### src/rtl/trapseq_pkg.sv
package trapseq_pkg;

  typedef enum logic [2:0] {
    OP_GETC, OP_PUTC, OP_PUTS, OP_GETE, OP_HALT, OP_NIN, OP_NOUT, OP_BAD
  } trap_op_e;

  typedef enum logic [3:0] {
    ST_IDLE, ST_RX1, ST_RX2, ST_TXHI, ST_TXW, ST_SRD, ST_SCHK, ST_STX, ST_FIN
  } seq_state_e;

endpackage

### src/rtl/trap_decode.sv
module trap_decode
  import trapseq_pkg::*;
#(
  parameter int VEC_W = 8,
  parameter logic [VEC_W-1:0] VEC_BASE = 8'h20
) (
  input  logic [VEC_W-1:0] vector,
  output trap_op_e         op
);
  localparam int NUM_VEC = 8;

  logic [VEC_W-1:0] idx;
  logic             in_range;

  assign idx      = vector - VEC_BASE;
  assign in_range = (vector >= VEC_BASE) && (idx < VEC_W'(NUM_VEC));

  always_comb begin
    op = OP_BAD;
    if (in_range) begin
      case (idx[2:0])
        3'd0:    op = OP_GETC;
        3'd1:    op = OP_PUTC;
        3'd2:    op = OP_PUTS;
        3'd3:    op = OP_GETE;
        3'd5:    op = OP_HALT;
        3'd6:    op = OP_NIN;
        3'd7:    op = OP_NOUT;
        default: op = OP_BAD;
      endcase
    end
  end
endmodule

### src/rtl/trap_out_stage.sv
module trap_out_stage #(
  parameter int BYTE_W = 8
) (
  input  logic              clk,
  input  logic              rst_n,
  input  logic              load,
  input  logic [BYTE_W-1:0] load_data,
  input  logic              tx_ready,
  output logic              tx_valid,
  output logic [BYTE_W-1:0] tx_data,
  output logic              sent
);
  assign sent = tx_valid && tx_ready;

  always_ff @(posedge clk) begin
    if (!rst_n) begin
      tx_valid <= 1'b0;
      tx_data  <= '0;
    end else if (load) begin
      tx_valid <= 1'b1;
      tx_data  <= load_data;
    end else if (sent) begin
      tx_valid <= 1'b0;
    end
  end

  // R10: a stalled byte stays offered and unchanged
  assert_tx_hold_R10: assert property (@(posedge clk) disable iff (!rst_n)
    (tx_valid && !tx_ready) |=> (tx_valid && $stable(tx_data)));

  // R10: a new byte is loaded only when the slot is free or being emptied
  assert_load_free_R10: assert property (@(posedge clk) disable iff (!rst_n)
    load |-> (!tx_valid || tx_ready));
endmodule

### src/rtl/trap_ctrl.sv
module trap_ctrl
  import trapseq_pkg::*;
#(
  parameter int DATA_W = 16,
  parameter int BYTE_W = 8
) (
  input  logic              clk,
  input  logic              rst_n,
  input  logic              req_valid,
  input  trap_op_e          op,
  input  logic [DATA_W-1:0] r0_value,
  input  logic [DATA_W-1:0] mem_rdata,
  input  logic              rx_valid,
  input  logic [BYTE_W-1:0] rx_data,
  output logic              rx_ready,
  input  logic              tx_sent,
  output logic              tx_load,
  output logic [BYTE_W-1:0] tx_byte,
  output logic              r0_we,
  output logic [DATA_W-1:0] r0_wdata,
  output logic [DATA_W-1:0] mem_addr,
  output logic              mem_re,
  output logic              done,
  output logic              halt,
  output logic              illegal
);
  localparam int PAD_W = DATA_W - BYTE_W;

  seq_state_e        state, state_n;
  trap_op_e          op_q, op_n;
  logic [DATA_W-1:0] addr_q, addr_n;
  logic [BYTE_W-1:0] hold_q, hold_n;
  logic              ill_q, ill_n;
  logic              halt_q, halt_n;
  logic              we_q, we_n;
  logic [DATA_W-1:0] wd_q, wd_n;
  logic              rx_fire;

  assign rx_ready = (state == ST_RX1) || (state == ST_RX2);
  assign rx_fire  = rx_valid && rx_ready;
  assign mem_re   = (state == ST_SRD);
  assign mem_addr = addr_q;
  assign done     = (state == ST_FIN);
  assign illegal  = done && ill_q;
  assign halt     = halt_q;
  assign r0_we    = we_q;
  assign r0_wdata = wd_q;

  always_comb begin
    state_n = state;
    op_n    = op_q;
    addr_n  = addr_q;
    hold_n  = hold_q;
    ill_n   = ill_q;
    halt_n  = halt_q;
    we_n    = 1'b0;
    wd_n    = wd_q;
    tx_load = 1'b0;
    tx_byte = '0;
    case (state)
      ST_IDLE: begin
        if (req_valid) begin
          op_n  = op;
          ill_n = 1'b0;
          case (op)
            OP_GETC, OP_GETE, OP_NIN: state_n = ST_RX1;
            OP_PUTC: begin
              tx_load = 1'b1;
              tx_byte = r0_value[BYTE_W-1:0];
              state_n = ST_TXW;
            end
            OP_PUTS: begin
              addr_n  = r0_value;
              state_n = ST_SRD;
            end
            OP_HALT: begin
              halt_n  = 1'b1;
              state_n = ST_FIN;
            end
            OP_NOUT: begin
              tx_load = 1'b1;
              tx_byte = r0_value[DATA_W-1:BYTE_W];
              hold_n  = r0_value[BYTE_W-1:0];
              state_n = ST_TXHI;
            end
            default: begin
              ill_n   = 1'b1;
              state_n = ST_FIN;
            end
          endcase
        end
      end
      ST_RX1: begin
        if (rx_fire) begin
          if (op_q == OP_NIN) begin
            hold_n  = rx_data;
            state_n = ST_RX2;
          end else begin
            we_n = 1'b1;
            wd_n = {{PAD_W{1'b0}}, rx_data};
            if (op_q == OP_GETE) begin
              tx_load = 1'b1;
              tx_byte = rx_data;
              state_n = ST_TXW;
            end else begin
              state_n = ST_FIN;
            end
          end
        end
      end
      ST_RX2: begin
        if (rx_fire) begin
          we_n    = 1'b1;
          wd_n    = {hold_q, rx_data};
          state_n = ST_FIN;
        end
      end
      ST_TXHI: begin
        if (tx_sent) begin
          tx_load = 1'b1;
          tx_byte = hold_q;
          state_n = ST_TXW;
        end
      end
      ST_TXW: begin
        if (tx_sent) state_n = ST_FIN;
      end
      ST_SRD:  state_n = ST_SCHK;
      ST_SCHK: begin
        if (mem_rdata == '0) begin
          state_n = ST_FIN;
        end else begin
          tx_load = 1'b1;
          tx_byte = mem_rdata[BYTE_W-1:0];
          addr_n  = addr_q + DATA_W'(1);
          state_n = ST_STX;
        end
      end
      ST_STX: begin
        if (tx_sent) state_n = ST_SRD;
      end
      ST_FIN:  state_n = ST_IDLE;
      default: state_n = ST_IDLE;
    endcase
  end

  always_ff @(posedge clk) begin
    if (!rst_n) begin
      state  <= ST_IDLE;
      op_q   <= OP_BAD;
      addr_q <= '0;
      hold_q <= '0;
      ill_q  <= 1'b0;
      halt_q <= 1'b0;
      we_q   <= 1'b0;
      wd_q   <= '0;
    end else begin
      state  <= state_n;
      op_q   <= op_n;
      addr_q <= addr_n;
      hold_q <= hold_n;
      ill_q  <= ill_n;
      halt_q <= halt_n;
      we_q   <= we_n;
      wd_q   <= wd_n;
    end
  end

  // R11: completion is a single-cycle pulse
  assert_done_pulse_R11: assert property (@(posedge clk) disable iff (!rst_n)
    done |=> !done);

  // R6: halt stays set until reset
  assert_halt_sticky_R6: assert property (@(posedge clk) disable iff (!rst_n)
    halt |=> halt);

  // R9: an unsupported service never writes R0
  assert_illegal_no_write_R9: assert property (@(posedge clk) disable iff (!rst_n)
    illegal |-> !r0_we);

  // R4: every memory read is followed by a cycle that examines the word
  assert_read_then_check_R4: assert property (@(posedge clk) disable iff (!rst_n)
    mem_re |=> (!mem_re && !rx_ready && !done));

  // R7: an R0 write lasts one cycle
  assert_we_pulse_R7: assert property (@(posedge clk) disable iff (!rst_n)
    r0_we |=> !r0_we);

  // R2: no input is taken in the completion cycle
  assert_rx_not_done_R2: assert property (@(posedge clk) disable iff (!rst_n)
    rx_ready |-> !done);
endmodule

### src/rtl/trap_io_seq.sv
module trap_io_seq
  import trapseq_pkg::*;
#(
  parameter int DATA_W = 16,
  parameter int VEC_W  = 8,
  parameter logic [VEC_W-1:0] VEC_BASE = 8'h20
) (
  input  logic              clk,
  input  logic              rst_n,
  input  logic              req_valid,
  input  logic [VEC_W-1:0]  req_vector,
  input  logic [DATA_W-1:0] r0_value,
  input  logic [DATA_W-1:0] mem_rdata,
  input  logic              rx_valid,
  input  logic [DATA_W/2-1:0] rx_data,
  output logic              rx_ready,
  output logic              tx_valid,
  output logic [DATA_W/2-1:0] tx_data,
  input  logic              tx_ready,
  output logic              r0_we,
  output logic [DATA_W-1:0] r0_wdata,
  output logic [DATA_W-1:0] mem_addr,
  output logic              mem_re,
  output logic              done,
  output logic              halt,
  output logic              illegal
);
  localparam int BYTE_W = DATA_W / 2;

  trap_op_e          op;
  logic              tx_load;
  logic [BYTE_W-1:0] tx_byte;
  logic              tx_sent;

  trap_decode #(.VEC_W(VEC_W), .VEC_BASE(VEC_BASE)) u_decode (
    .vector (req_vector),
    .op     (op)
  );

  trap_ctrl #(.DATA_W(DATA_W), .BYTE_W(BYTE_W)) u_ctrl (
    .clk       (clk),
    .rst_n     (rst_n),
    .req_valid (req_valid),
    .op        (op),
    .r0_value  (r0_value),
    .mem_rdata (mem_rdata),
    .rx_valid  (rx_valid),
    .rx_data   (rx_data),
    .rx_ready  (rx_ready),
    .tx_sent   (tx_sent),
    .tx_load   (tx_load),
    .tx_byte   (tx_byte),
    .r0_we     (r0_we),
    .r0_wdata  (r0_wdata),
    .mem_addr  (mem_addr),
    .mem_re    (mem_re),
    .done      (done),
    .halt      (halt),
    .illegal   (illegal)
  );

  trap_out_stage #(.BYTE_W(BYTE_W)) u_out (
    .clk       (clk),
    .rst_n     (rst_n),
    .load      (tx_load),
    .load_data (tx_byte),
    .tx_ready  (tx_ready),
    .tx_valid  (tx_valid),
    .tx_data   (tx_data),
    .sent      (tx_sent)
  );
endmodule

### config.mk
export PLATFORM = sky130hd
export DESIGN_NAME = trap_io_seq
export DESIGN_NICKNAME = d
export VERILOG_FILES = /design/src/rtl/trapseq_pkg.sv /design/src/rtl/trap_decode.sv /design/src/rtl/trap_out_stage.sv /design/src/rtl/trap_ctrl.sv /design/src/rtl/trap_io_seq.sv
export SDC_FILE = /design/constraint.sdc
export NUM_CORES = 1
export LEC_CHECK = 0
export ABC_AREA = 0
export BUFFER_PORTS_ARGS = -buffer_cell sky130_fd_sc_hd__buf_2
export CAP_MARGIN = 40
export CORE_MARGIN = 2
export CORE_UTILIZATION = 45
export CTS_CLUSTER_DIAMETER = 80
export DETAILED_ROUTE_END_ITERATION = 8
export GPL_TIMING_DRIVEN = 1
export PLACE_DENSITY_LB_ADDON = 0.08
export SYNTH_ARGS = -nofsm -noshare
export SYNTH_HDL_FRONTEND = slang
export SYNTH_SLANG_ARGS = --single-unit
### constraint.sdc
create_clock -name clk -period 2.9 [get_ports clk]
set_input_delay 0 -clock clk [delete_from_list [all_inputs] [get_ports clk]]
set_output_delay 0 -clock clk [all_outputs]
set_load 0.02 [all_outputs]
==> results.json <==
{
  "status": "complete, no violations",
  "top_layer": "met4",
  "grt_max_degree": 38,
  "vias": 3572,
  "cts_root_buffer": "clkbuf_8",
  "fin_crit_sh_pct": 84.4,
  "p_per_area_nw_per_um2": 470,
  "drt-met1-wl_mm": 4.83,
  "switching_share_pct": 28.2,
  "setup_viol": 0,
  "ys_warn_count": 0,
  "dr_wl_met3_um": 670,
  "critPathMaxFanout": 16,
  "drt_wl_total_mm": 10.4,
  "synth_cells": 402,
  "synth_flop_cell": "dfxtp_1",
  "path_class": "flop to flop",
  "synth_edf_count": 0,
  "ant_nets": 0,
  "gp_congestion": 0.880,
  "p_clk_share_pct": 43.0,
  "grt_pass1_wl_mm": 15.9,
  "p_int_mw": 1.44,
  "antenna_found_initial": 0,
  "fmax_mhz": 409,
  "cts_buffer_depth": 2,
  "final_cells": 611,
  "drv_slew": 0,
  "synthDistinctLibCells": 60,
  "clock_sinks": 59,
  "first_pass_iters": 6,
  "grt_pass1_vias": 3098,
  "final_hold_viol_count": 0,
  "die_area_um2": 8020,
  "ioPinCount": 100,
  "power.switching_mw": 0.563,
  "clock_skew_ns": 0.0119,
  "p_leak_nw": 1.73,
  "dp_hpwl_mm": 7.41,
  "async_flop_share_pct": 0,
  "via_per_inst": 5.85,
  "reg2regPathDepth": 6,
  "num_rows": 31,
  "end_kind": "flop",
  "cts_setup_buffers": 0,
  "clk_pin_slew_ns": 0.07,
  "max-vdd-ir-drop_v": 0.000228,
  "nets": 562,
  "drtIter0Drc": 321,
  "overflow": 0,
  "drv_cap": 0,
  "drc": 0,
  "cp-start-kind": "flop",
  "cp.arrival_ns": 2.70,
  "dp_cells": 578,
  "avgSynthCellArea_um2": 8.19,
  "min_period_ns": 2.45,
  "p_comb_share_pct": 14.2,
  "core_region_area_um2": 7180,
  "hp-class": "input pin to flop",
  "cts.htree.levels": 3,
  "grt.total_usage_pct": 26.1,
  "area_delta_synth_final_pct": 29.1,
  "drive_gt1_share_pct": 27.7,
  "synth_area_um2": 3290,
  "cp.required_ns": 3.16,
  "cts_resized": 0,
  "wire_per_inst_um": 17.1,
  "ys_seq_area_share_pct": 35.9,
  "initial_core_util_pct": 45.9,
  "dieWidth_um": 89.5,
  "finalSetupTns_ns": 0,
  "cts_tree": "done",
  "antenna_cells": 0,
  "die_h_um": 89.5,
  "whs_path_depth": 3,
  "p_seq_share_pct": 42.9,
  "cts-hold-fix-buffers": 17,
  "worstMarginPinSlew_ns": 0.654,
  "syn-num-nets": 457,
  "rsz0062_at_grt": "false",
  "synth-seq-cells": 59,
  "port_buffers": 99,
  "route.met2.wl_mm": 4.83,
  "clock_latency_ns": 0.35,
  "relSlewSlack_pct": 56.4,
  "cts_made_buffers": 9
}
[flip-flops by register name, summed over array words and instances (netlist names)]
signal           cells
u_ctrl.hold_q        8
u_ctrl.mem_addr     16
u_out.tx_data        8
u_ctrl.halt          1
u_ctrl.ill_q         1
u_ctrl.r0_wdata     16
u_out.tx_valid       1
u_ctrl.state         4
u_ctrl.op_q          3
u_ctrl.r0_we         1
[cell usage after synthesis (all sizes together) (2+ instances only)]
master | n | area share (%)
a211oi | 13 | 3.3
a21oi | 28 | 4.6
a222oi | 8 | 2.4
a22o | 6 | 1.6
a22oi | 2 | 0.46
a311oi | 10 | 2.7
a31oi | 2 | 0.38
a32o | 3 | 0.91
and2 | 5 | 0.95
and3 | 2 | 0.38
buf | 9 | 1.9
clkbuf | 23 | 2.6
dfxtp | 59 | 36
ha | 2 | 0.76
inv | 6 | 0.68
mux2i | 16 | 4.9
nand2 | 45 | 5.1
nand2b | 2 | 0.38
nand3 | 15 | 2.6
nand3b | 2 | 0.46
nand4 | 12 | 2.3
nand4bb | 2 | 0.68
nor2 | 36 | 4.1
nor2b | 6 | 1.1
nor3 | 12 | 1.8
nor4 | 8 | 2.0
nor4b | 3 | 0.99
o211ai | 3 | 0.68
o21a | 4 | 0.91
o21ai | 20 | 3.0
o221a | 2 | 0.68
o22ai | 2 | 0.38
o2bb2ai | 2 | 0.53
o31ai | 6 | 1.4
or2 | 3 | 0.57
or3 | 3 | 0.57
or4 | 2 | 0.68
xor2 | 4 | 1.1
[metrics by stage]
stage | hold slack, ns | utilization, % | total power, mW | instance area [um2] | setup WS (ns)
finish | 0.0158 | 59.3 | 2.00 | 4250 | 0.454
global route | 0.0440 | 59.3 | 2.08 | 4250 | 0.257
CTS | 0.0133 | 59.3 | 2.01 | 4250 | 0.481
detailed placement | 0.285 | 53.8 | 1.14 | 3860 | 0.519
global placement | 0.283 | 53.8 | 1.14 | 3860 | 0.611
floorplan | 0.144 | - | 1.04 | 3290 | 0.832
[kinds of logic (layout without fill, tap and decap cells)]
logic type / Yosys count / after routing / synth area share [%]
simple gates: 162 / 162 / 25.8
compound gates: 120 / 120 / 26.3
flops: 59 / 59 / 35.9
buf+inv: 39 / 149 / 5.36
mux: 16 / 16 / 4.86
xor+xnor: 4 / 4 / 1.06
fa+ha+maj: 2 / 2 / 0.760
[worst paths after layout]
path                            slack (ns)               start             endpoint
worst min register to register        0.45  u_ctrl.r0_wdata[9]   u_ctrl.r0_wdata[9]
worst max register to register        0.45     u_ctrl.state[2]      u_ctrl.state[0]
worst max-delay path                  0.45     u_ctrl.state[2]      u_ctrl.state[0]
worst min-delay path                  0.02        r0_value[13]  u_ctrl.mem_addr[13]
[worst max-delay path, stage by stage (launching register included)]
cell      delay (ns)
dfxtp_1         0.68
nor4b_2         0.16
buf_4           0.22
or2_2           0.32
a211oi_1        0.56
o21ai_0         0.19
o32ai_1         0.24
[layout make-up]
type | instances | area [um2]
well taps | 99 | 124
repair buffers | 126 | 741
fillers | 647 | 2920
clock inverters | 7 | 98.8
clock buffers | 9 | 124
flip-flops and latches | 59 | 1180
multi-input cells | 304 | 1960
inverters | 7 | 26.3
[power groups by stage]
stage                     registers (mW)  clock network [mW]  logic, mW
after floorplan                    0.866                   0      0.169
after global placement             0.875                   0      0.261
after detailed placement           0.875                   0      0.262
after CTS                          0.857               0.873      0.281
after global routing               0.862               0.906      0.309
final                              0.858               0.859      0.283
[layer usage]
layer  global-route usage (%)  up-vias
met5                        0        -
li1                         -     1731
met2                     40.4      163
met1                     36.9     1670
met3                     4.89        8
met4                     7.46        0
[layout by cell type, fill, tap and decap left out, types with 3 or more instances in the layout]
cell / count
mux2i_1: 16
o21ai_0: 20
a211oi_1: 11
xor2_1: 4
nor4_1: 7
nor2b_1: 6
o211ai_1: 3
nor3_1: 12
dlygate4sd3_1: 17
a311oi_1: 10
nand4_1: 12
buf_4: 10
inv_1: 6
or2_2: 3
a222oi_1: 8
or3_1: 3
a32o_1: 3
clkbuf_8: 9
dfxtp_1: 59
nor2_1: 36
nand2_1: 45
a21oi_1: 27
o31ai_1: 6
a22o_1: 6
o21a_1: 4
buf_2: 99
nand3_1: 13
and2_1: 5
Note: power is estimated with default switching activity, not from simulation.
